===== src/rtl/cab_pkg.sv =====
package cab_pkg;

  localparam logic [7:0] HDR_PLAIN   = 8'h00;
  localparam logic [7:0] HDR_MULTIFN = 8'h80;
  localparam logic [7:0] OFF_COMMAND = 8'h04;
  localparam logic [7:0] OFF_SELFTST = 8'h0F;

  // Offsets a write may commit, for the two supported header layouts.
  function automatic logic cfg_byte_writable(input logic [7:0] hdr, input logic [7:0] off);
    logic ok;
    if ((hdr != HDR_PLAIN) && (hdr != HDR_MULTIFN)) begin
      ok = 1'b0;
    end else begin
      ok = (off >= 8'h40) ||
           ((off >= 8'h10) && (off <= 8'h27)) ||
           ((off >= 8'h30) && (off <= 8'h33)) ||
           (off == 8'h04) || (off == 8'h05) || (off == 8'h0C) ||
           (off == 8'h0D) || (off == 8'h0F) || (off == 8'h3C);
    end
    return ok;
  endfunction

  function automatic logic is_rom_base(input logic [7:0] off);
    return (off >= 8'h30) && (off <= 8'h33);
  endfunction

endpackage


===== src/rtl/cab_addr_reg.sv =====
module cab_addr_reg #(
  parameter int DATA_W = 32,
  parameter int LANE_W = 2,
  parameter int LEN_W  = 3
) (
  input  logic              clk,
  input  logic              rst,
  input  logic              acc,
  input  logic              acc_wr,
  input  logic [LANE_W-1:0] lane,
  input  logic [LEN_W-1:0]  len,
  input  logic [DATA_W-1:0] wdata,
  output logic              legal,
  output logic [DATA_W-1:0] q,
  output logic [DATA_W-1:0] rd
);
  localparam int LANES = DATA_W / 8;

  logic              len_ok;
  logic [DATA_W-1:0] wshift;
  logic [DATA_W-1:0] rmask;

  always_comb begin
    len_ok = (len != '0) && ((len & (len - LEN_W'(1))) == '0) && (int'(len) <= LANES);
    legal  = len_ok && ((int'(lane) + int'(len)) <= LANES);
    wshift = wdata << {lane, 3'b000};
    for (int b = 0; b < LANES; b++) begin
      rmask[b*8 +: 8] = (b < int'(len)) ? 8'hFF : 8'h00;
    end
    rd = (q >> {lane, 3'b000}) & rmask;
  end

  for (genvar b = 0; b < LANES; b++) begin : g_byte
    logic sel;
    assign sel = acc && acc_wr && legal &&
                 (b >= int'(lane)) && (b < (int'(lane) + int'(len)));
    always_ff @(posedge clk) begin
      if (rst)      q[b*8 +: 8] <= 8'h00;
      else if (sel) q[b*8 +: 8] <= wshift[b*8 +: 8];
    end
  end


  reject_hold_chk: assert property (@(posedge clk) disable iff (rst)
    (acc && !legal) |=> $stable(q));

endmodule


===== src/rtl/cab_data_seq.sv =====
module cab_data_seq
  import cab_pkg::*;
#(
  parameter int DATA_W = 32,
  parameter int OFF_W  = 8,
  parameter int SLOT_W = 8,
  parameter int LEN_W  = 3
) (
  input  logic              clk,
  input  logic              rst,
  input  logic              start,
  input  logic              start_wr,
  input  logic              bus_nz,
  input  logic [OFF_W-1:0]  start_off,
  input  logic [SLOT_W-1:0] start_slot,
  input  logic [LEN_W-1:0]  start_len,
  input  logic [DATA_W-1:0] start_wdata,
  output logic              busy,
  output logic              done,
  output logic [DATA_W-1:0] rdata,
  output logic              cfg_req,
  output logic [SLOT_W-1:0] cfg_slot,
  output logic [OFF_W-1:0]  cfg_offset,
  output logic              cfg_we,
  output logic [7:0]        cfg_wdata,
  input  logic              cfg_present,
  input  logic [7:0]        cfg_hdr,
  input  logic [7:0]        cfg_rdata,
  output logic              cmd_strobe,
  output logic              cmd_io_en,
  output logic              cmd_mem_en,
  output logic              rom_strobe,
  output logic              upd_strobe,
  output logic [OFF_W-1:0]  upd_offset,
  output logic [LEN_W-1:0]  upd_len
);
  localparam int LANES = DATA_W / 8;

  logic              busy_q, wr_q, hit_q, rom_seen_q;
  logic [LEN_W-1:0]  idx_q, len_q;
  logic [OFF_W-1:0]  base_q;
  logic [SLOT_W-1:0] slot_q;
  logic [DATA_W-1:0] wdata_q, rdata_q;
  logic [OFF_W-1:0]  cur_off;
  logic [7:0]        cur_byte;
  logic              last, byte_we, byte_rom;
  logic [DATA_W-1:0] ff_mask;

  always_comb begin
    cur_off  = base_q + {{(OFF_W-LEN_W){1'b0}}, idx_q};
    cur_byte = wdata_q[int'(idx_q)*8 +: 8];
    last     = (idx_q == (len_q - LEN_W'(1)));
    byte_we  = busy_q && wr_q && cfg_present && cfg_byte_writable(cfg_hdr, cur_off);
    byte_rom = byte_we && is_rom_base(cur_off);
    for (int b = 0; b < LANES; b++) begin
      ff_mask[b*8 +: 8] = (b < int'(start_len)) ? 8'hFF : 8'h00;
    end
  end

  assign busy       = busy_q;
  assign rdata      = rdata_q;
  assign cfg_req    = busy_q;
  assign cfg_slot   = slot_q;
  assign cfg_offset = cur_off;
  assign cfg_we     = byte_we;
  assign cfg_wdata  = (cur_off == OFF_SELFTST) ? 8'h00 : cur_byte;

  always_ff @(posedge clk) begin
    if (rst) begin
      busy_q <= 1'b0; wr_q <= 1'b0; hit_q <= 1'b0; rom_seen_q <= 1'b0;
      idx_q <= '0; len_q <= '0; base_q <= '0; slot_q <= '0;
      wdata_q <= '0; rdata_q <= '0;
      done <= 1'b0; cmd_strobe <= 1'b0; cmd_io_en <= 1'b0; cmd_mem_en <= 1'b0;
      rom_strobe <= 1'b0; upd_strobe <= 1'b0; upd_offset <= '0; upd_len <= '0;
    end else begin
      done       <= 1'b0;
      cmd_strobe <= 1'b0;
      rom_strobe <= 1'b0;
      upd_strobe <= 1'b0;
      if (start && !busy_q) begin
        wr_q       <= start_wr;
        len_q      <= start_len;
        base_q     <= start_off;
        slot_q     <= start_slot;
        wdata_q    <= start_wdata;
        idx_q      <= '0;
        hit_q      <= 1'b0;
        rom_seen_q <= 1'b0;
        if (bus_nz) begin
          done    <= 1'b1;
          rdata_q <= start_wr ? '0 : ff_mask;
        end else begin
          busy_q  <= 1'b1;
          rdata_q <= '0;
        end
      end else if (busy_q) begin
        if (!wr_q) rdata_q[int'(idx_q)*8 +: 8] <= cfg_present ? cfg_rdata : 8'hFF;
        if (cfg_present) hit_q <= 1'b1;
        if (byte_rom)    rom_seen_q <= 1'b1;
        if (byte_we && (cur_off == OFF_COMMAND)) begin
          cmd_strobe <= 1'b1;
          cmd_io_en  <= cur_byte[0];
          cmd_mem_en <= cur_byte[1];
        end
        if (last) begin
          busy_q     <= 1'b0;
          done       <= 1'b1;
          rom_strobe <= rom_seen_q || byte_rom;
          upd_strobe <= wr_q && (hit_q || cfg_present);
          upd_offset <= base_q;
          upd_len    <= len_q;
        end else begin
          idx_q <= idx_q + LEN_W'(1);
        end
      end
    end
  end


  offset_step_chk: assert property (@(posedge clk) disable iff (rst)
    (busy_q && !last) |=> (cfg_req && (cfg_offset == $past(cfg_offset) + OFF_W'(1))));


  cmd_source_chk: assert property (@(posedge clk) disable iff (rst)
    cmd_strobe |-> ($past(cfg_we) && ($past(cfg_offset) == OFF_COMMAND)));


  rom_at_done_chk: assert property (@(posedge clk) disable iff (rst)
    rom_strobe |-> (done && upd_strobe));


  upd_at_done_chk: assert property (@(posedge clk) disable iff (rst)
    upd_strobe |-> (done && !busy_q));

endmodule


===== src/rtl/cfg_access_bridge.sv =====
module cfg_access_bridge #(
  parameter int          PORT_W    = 16,
  parameter logic [15:0] ADDR_PORT = 16'h0CF8,
  parameter logic [15:0] DATA_PORT = 16'h0CFC,
  parameter int          DATA_W    = 32,
  parameter int          OFF_W     = 8,
  parameter int          SLOT_W    = 8
) (
  input  logic              clk,
  input  logic              rst,
  input  logic              cpu_req,
  input  logic              cpu_wr,
  input  logic [PORT_W-1:0] cpu_port,
  input  logic [2:0]        cpu_len,
  input  logic [DATA_W-1:0] cpu_wdata,
  output logic              cpu_ready,
  output logic              cpu_done,
  output logic              cpu_err,
  output logic [DATA_W-1:0] cpu_rdata,
  output logic              cfg_req,
  output logic [SLOT_W-1:0] cfg_slot,
  output logic [OFF_W-1:0]  cfg_offset,
  output logic              cfg_we,
  output logic [7:0]        cfg_wdata,
  input  logic              cfg_present,
  input  logic [7:0]        cfg_hdr,
  input  logic [7:0]        cfg_rdata,
  output logic              cmd_strobe,
  output logic              cmd_io_en,
  output logic              cmd_mem_en,
  output logic              rom_strobe,
  output logic              upd_strobe,
  output logic [OFF_W-1:0]  upd_offset,
  output logic [2:0]        upd_len
);
  localparam int LANES  = DATA_W / 8;
  localparam int LANE_W = $clog2(LANES);
  localparam int LEN_W  = 3;

  logic              accept, hit_addr, hit_data, len_ok, legal, seq_start, bus_nz;
  logic              seq_busy, seq_done;
  logic [LANE_W-1:0] lane;
  logic [DATA_W-1:0] sel_q, sel_rd, seq_rdata;
  logic [OFF_W-1:0]  base_off;
  logic [SLOT_W-1:0] slot_key;
  logic              a_done_q, a_err_q;
  logic [DATA_W-1:0] a_rdata_q;
  logic              unused_sel;

  assign lane      = cpu_port[LANE_W-1:0];
  assign hit_addr  = cpu_port[PORT_W-1:LANE_W] == ADDR_PORT[PORT_W-1:LANE_W];
  assign hit_data  = cpu_port[PORT_W-1:LANE_W] == DATA_PORT[PORT_W-1:LANE_W];
  assign len_ok    = (cpu_len != 3'd0) && ((cpu_len & (cpu_len - 3'd1)) == 3'd0) &&
                     (int'(cpu_len) <= LANES);
  assign cpu_ready = !seq_busy;
  assign accept    = cpu_req && cpu_ready;
  assign seq_start = accept && hit_data && len_ok;
  assign bus_nz    = sel_q[23:16] != 8'h00;
  assign base_off  = {sel_q[7:2], 2'b00} + OFF_W'(lane);
  assign slot_key  = {sel_q[15:11], sel_q[10:8]};
  assign unused_sel = ^{sel_q[31:24], sel_q[1:0]};

  cab_addr_reg #(.DATA_W(DATA_W), .LANE_W(LANE_W), .LEN_W(LEN_W)) u_sel (
    .clk(clk), .rst(rst), .acc(accept && hit_addr), .acc_wr(cpu_wr),
    .lane(lane), .len(cpu_len), .wdata(cpu_wdata),
    .legal(legal), .q(sel_q), .rd(sel_rd)
  );

  cab_data_seq #(.DATA_W(DATA_W), .OFF_W(OFF_W), .SLOT_W(SLOT_W), .LEN_W(LEN_W)) u_seq (
    .clk(clk), .rst(rst), .start(seq_start), .start_wr(cpu_wr), .bus_nz(bus_nz),
    .start_off(base_off), .start_slot(slot_key), .start_len(cpu_len), .start_wdata(cpu_wdata),
    .busy(seq_busy), .done(seq_done), .rdata(seq_rdata),
    .cfg_req(cfg_req), .cfg_slot(cfg_slot), .cfg_offset(cfg_offset), .cfg_we(cfg_we),
    .cfg_wdata(cfg_wdata), .cfg_present(cfg_present), .cfg_hdr(cfg_hdr), .cfg_rdata(cfg_rdata),
    .cmd_strobe(cmd_strobe), .cmd_io_en(cmd_io_en), .cmd_mem_en(cmd_mem_en),
    .rom_strobe(rom_strobe), .upd_strobe(upd_strobe), .upd_offset(upd_offset), .upd_len(upd_len)
  );

  always_ff @(posedge clk) begin
    if (rst) begin
      a_done_q  <= 1'b0;
      a_err_q   <= 1'b0;
      a_rdata_q <= '0;
    end else begin
      a_done_q  <= accept && !seq_start;
      a_err_q   <= accept && !(hit_addr && legal) && !seq_start;
      a_rdata_q <= (accept && hit_addr && legal && !cpu_wr) ? sel_rd : '0;
    end
  end

  assign cpu_done  = a_done_q | seq_done;
  assign cpu_err   = a_done_q & a_err_q;
  assign cpu_rdata = seq_done ? seq_rdata : a_rdata_q;


  stray_port_err_chk: assert property (@(posedge clk) disable iff (rst)
    (accept && !hit_addr && !hit_data) |=> (cpu_done && cpu_err));


  busnz_silent_chk: assert property (@(posedge clk) disable iff (rst)
    (seq_start && bus_nz) |=> (cpu_done && !cfg_req));

endmodule


===== config.mk =====
export PLATFORM = sky130hd
export DESIGN_NAME = cfg_access_bridge
export DESIGN_NICKNAME = d
export VERILOG_FILES = /design/src/rtl/cab_pkg.sv /design/src/rtl/cab_addr_reg.sv /design/src/rtl/cab_data_seq.sv /design/src/rtl/cfg_access_bridge.sv
export SDC_FILE = /design/constraint.sdc
export NUM_CORES = 1
export LEC_CHECK = 0
export ABC_CLOCK_PERIOD_IN_PS = 7550
export BUFFER_PORTS_ARGS = -buffer_cell sky130_fd_sc_hd__buf_2
export CAP_MARGIN = 20
export CORE_AREA = 2 2 121 134
export CTS_CLUSTER_DIAMETER = 40
export DETAILED_ROUTE_END_ITERATION = 6
export DIE_AREA = 0 0 123 136
export PLACE_DENSITY = 0.79
export SYNTH_ARGS = -nofsm -noshare
export SYNTH_HDL_FRONTEND = slang
export SYNTH_SLANG_ARGS = --single-unit

===== constraint.sdc =====
create_clock -name clk -period 7.55 [get_ports clk]
set_input_delay 1.1325 -clock clk [delete_from_list [all_inputs] [get_ports clk]]
set_output_delay 1.1325 -clock clk [all_outputs]
set_load 0.005 [all_outputs]

==> impl_metrics.tcl <==
set metrics [dict create \
    outcome "completed" \
    wl_um 22000 \
    crit_path_end_kind "primary output" \
    min_path_cells 2 \
    worstPathMaxFanout 16 \
    worst-endpoint-required_ns 6.42 \
    hold_buffers 0 \
    yosysMostFrequentCell "dfxtp_1" \
    max_cap_viol_count 0 \
    worstRegToRegCells 9 \
    via_per_inst 5.73 \
    critical_path_arrival_ns 4.17 \
    worstMarginPinSlew_ns 1.03 \
    switching_share_pct 22.7 \
    period_share_pct 70.3 \
    grt_pass1_vias 6885 \
    yosysTopAreaCellShare_pct 41.0 \
    die_area_mm2 0.0167 \
    p_leak_nw 4.23 \
    clk_path_buf_depth 2 \
    first_iter_violations 604 \
    nets 1196 \
    ios 149 \
    hold_class "flip-flop to flip-flop" \
    gp_congestion 0.891 \
    rows 48 \
    r2r_start "u_seq.idx_q[0]$_SDFFE_PP0P_" \
    ys_seq_area_share_pct 41.0 \
    grt_use_total_pct 26.6 \
    portBuffers 147 \
    cts_tree "done" \
    dr.pass1.iters 5 \
    cts_buffers 17 \
    startpoint "u_seq.idx_q[0]$_SDFFE_PP0P_" \
    dp.cells 1291 \
    maxSlewHeadroom_pct 29.6 \
    post_drt_wl_per_cell_um 16.6 \
    clk_latency_ns 0.44 \
    hpwl_um 15700 \
    hold_slack_ns 0.448 \
    top_layer_used "met4" \
    grt_pass1_wl_um 34800 \
    period_minus_slack_ns 5.30 \
    place_ws_ns 2.78 \
    ir_drop_v 0.000180 \
    cts_resized 0 \
    ys_ff_latch 173 \
    synth-edff-count 0 \
    syn-cell-area_mm2 0.00844 \
    r2r_end "u_seq.cmd_io_en$_SDFFE_PP0P_" \
    fmax_ghz 0.189 \
    path_class "flip-flop to primary output" \
    vias 7581 \
    ctsHtreeMaxLevel 4 \
    min_to "u_seq.cfg_slot[1]$_SDFFE_PP0P_" \
    clkSlewWorstSetupHoldPaths_ns 0.06 \
    p_int_mw 1.48 \
    antenna_found_initial 0 \
    ff2ff_setup_slack_ns 3.48 \
    synth_top_area_cell "dfxtp_1" \
    hold_viol_final 0 \
    fp.dieW_um 123 \
    tns_ns 0 \
    start_kind "flip-flop" \
    min-delay-start "u_seq.cfg_slot[1]$_SDFFE_PP0P_" \
    drc 0 \
    seq_power_share_pct 47.7 \
    finalWorstSetupSlack_ns 2.25 \
    syn_avg_cell_area_um2 8.35 \
    synth_cell_types 56 \
    ant_nets 0 \
    layoutNonFillerInstCount 1324 \
    pwr-share-comb_pct 5.0 \
    power_mw 1.91 \
    yosysWarnings 0 \
    power_switching_mw 0.435 \
    syn-instance-count 1010 \
    initial_core_util_pct 54.5 \
    core_mm2 0.0155 \
    clockPowerShare_pct 47.3 \
    wl_met2_um 10400 \
    setup_viol 0 \
    fp.dieH_um 136 \
    synth-async-reset-ratio_pct 0 \
    wl_met1_um 9690 \
    synth_area_leaders "dfxtp_1, mux2i_1, nand2_1, nor2_1, a21oi_1" \
    cts_setup_buffers 0 \
    dr_wl_met3_um 1420 \
    drive_above_1_share_pct 21.7 \
    clock_skew_ns 0.00662 \
    synth-main-ff-cell "dfxtp_1" \
    power_density_mw_per_mm2 195 \
    rsz0062_at_grt "false" \
    num_antenna_cells 0 \
    synth_commonest_cells "dfxtp_1, nand2_1, nor2_1" \
    finalMaxSlewViolations 0 \
    root_buffer "clkbuf_16" \
    area_growth_pct 16.3 \
    synth_fp_nets 1095 \
    grt_max_degree 105 \
    grt.overflow.total 0 \
    cts.sinks 173 \
]
[cell usage in the layout, fill, tap and decap left out, drive strengths merged, types with 4 or more instances in the layout]
cell    count
dfxtp     173
or2         7
clkbuf     19
clkinv      5
a211oi     53
nor2b      37
a31oi       4
nand2     152
nor3       18
buf       154
and2       11
xnor2       6
nand4       7
mux2       32
or4         4
mux4        8
ha         11
or3         5
o21ai      39
nor4        6
nand3      11
nor2      131
inv        16
nand2b      5
mux2i      63
a21oi      98
xor2        6
[stage by stage]
stage	utilization (%)	cell area [um2]
after floorplan	-	8440
after global placement	59.4	9200
after detailed placement	59.4	9200
after CTS	63.3	9810
after global routing	63.3	9810
final	63.3	9810
[power by group through the flow]
| stage | combinational (mW) | clock [mW] | sequential [mW] |
|---|---|---|---|
| finish | 0.0960 | 0.905 | 0.913 |
| global placement | 0.0933 | 0 | 0.934 |
| detailed placement | 0.0937 | 0 | 0.934 |
| floorplan | 0.0565 | 0 | 0.934 |
| CTS | 0.0943 | 0.909 | 0.913 |
| global route | 0.106 | 0.946 | 0.913 |
[cell type report]
type	instances	area [um2]
Tap cell	200	250
Sequential cell	173	3460
Inverter	13	48.8
Fill cell	1324	5680
Clock buffer	19	443
Multi-Input combinational cell	752	4650
Clock inverter	13	164
Timing Repair Buffer	154	791
[state kept, by name, summed over array words and instances, names as in the netlist, 3 cells and up]
signal / cells
u_sel.q: 32
a_rdata_q: 32
u_seq.upd_offset: 8
u_seq.len_q: 3
u_seq.base_q: 8
u_seq.wdata_q: 32
u_seq.rdata: 32
u_seq.cfg_slot: 8
u_seq.upd_len: 3
u_seq.idx_q: 3
[worst max-delay path: stages (launching register included)]
cell      delay [ns]
dfxtp_1         1.00
ha_1            0.32
inv_1           0.06
fa_1            0.45
nor2b_1         0.39
o21ai_0         0.27
a221oi_1        0.41
nor2_1          0.09
a41o_1          0.39
nor2b_1         0.20
buf_2           0.14
[logic make-up after synthesis]
logic type	count (synthesis)	share of synthesized area [%]
buffers and inverters	85	3.81
adder cells (fa/ha/maj)	13	2.11
multiplexers	103	13.9
flip-flops	173	41.0
AND/OR/NAND/NOR	408	22.1
AO/OA/AOI/OAI	216	15.8
XOR/XNOR	12	1.25
[worst max-delay path by stage]
stage | to | slack [ns] | depth (start not counted)
2_1_floorplan | a_rdata_q[0]$_SDFF_PP0_ | 3.94 | 9
3_3_place_gp | cfg_wdata[4] | 2.80 | 10
3_5_place_dp | cfg_wdata[4] | 2.78 | 10
4_1_cts | cfg_wdata[4] | 2.31 | 10
5_1_grt | cfg_wdata[2] | 1.97 | 10
6_report | cfg_wdata[3] | 2.25 | 10
[routing by layer]
metal,up-vias,GRT usage [%]
met1,3549,35.8
met4,0,10.0
li1,3721,-
met5,-,0
met2,272,42.5
met3,39,5.03
No activity file was read; power rests on OpenSTA's default activity.
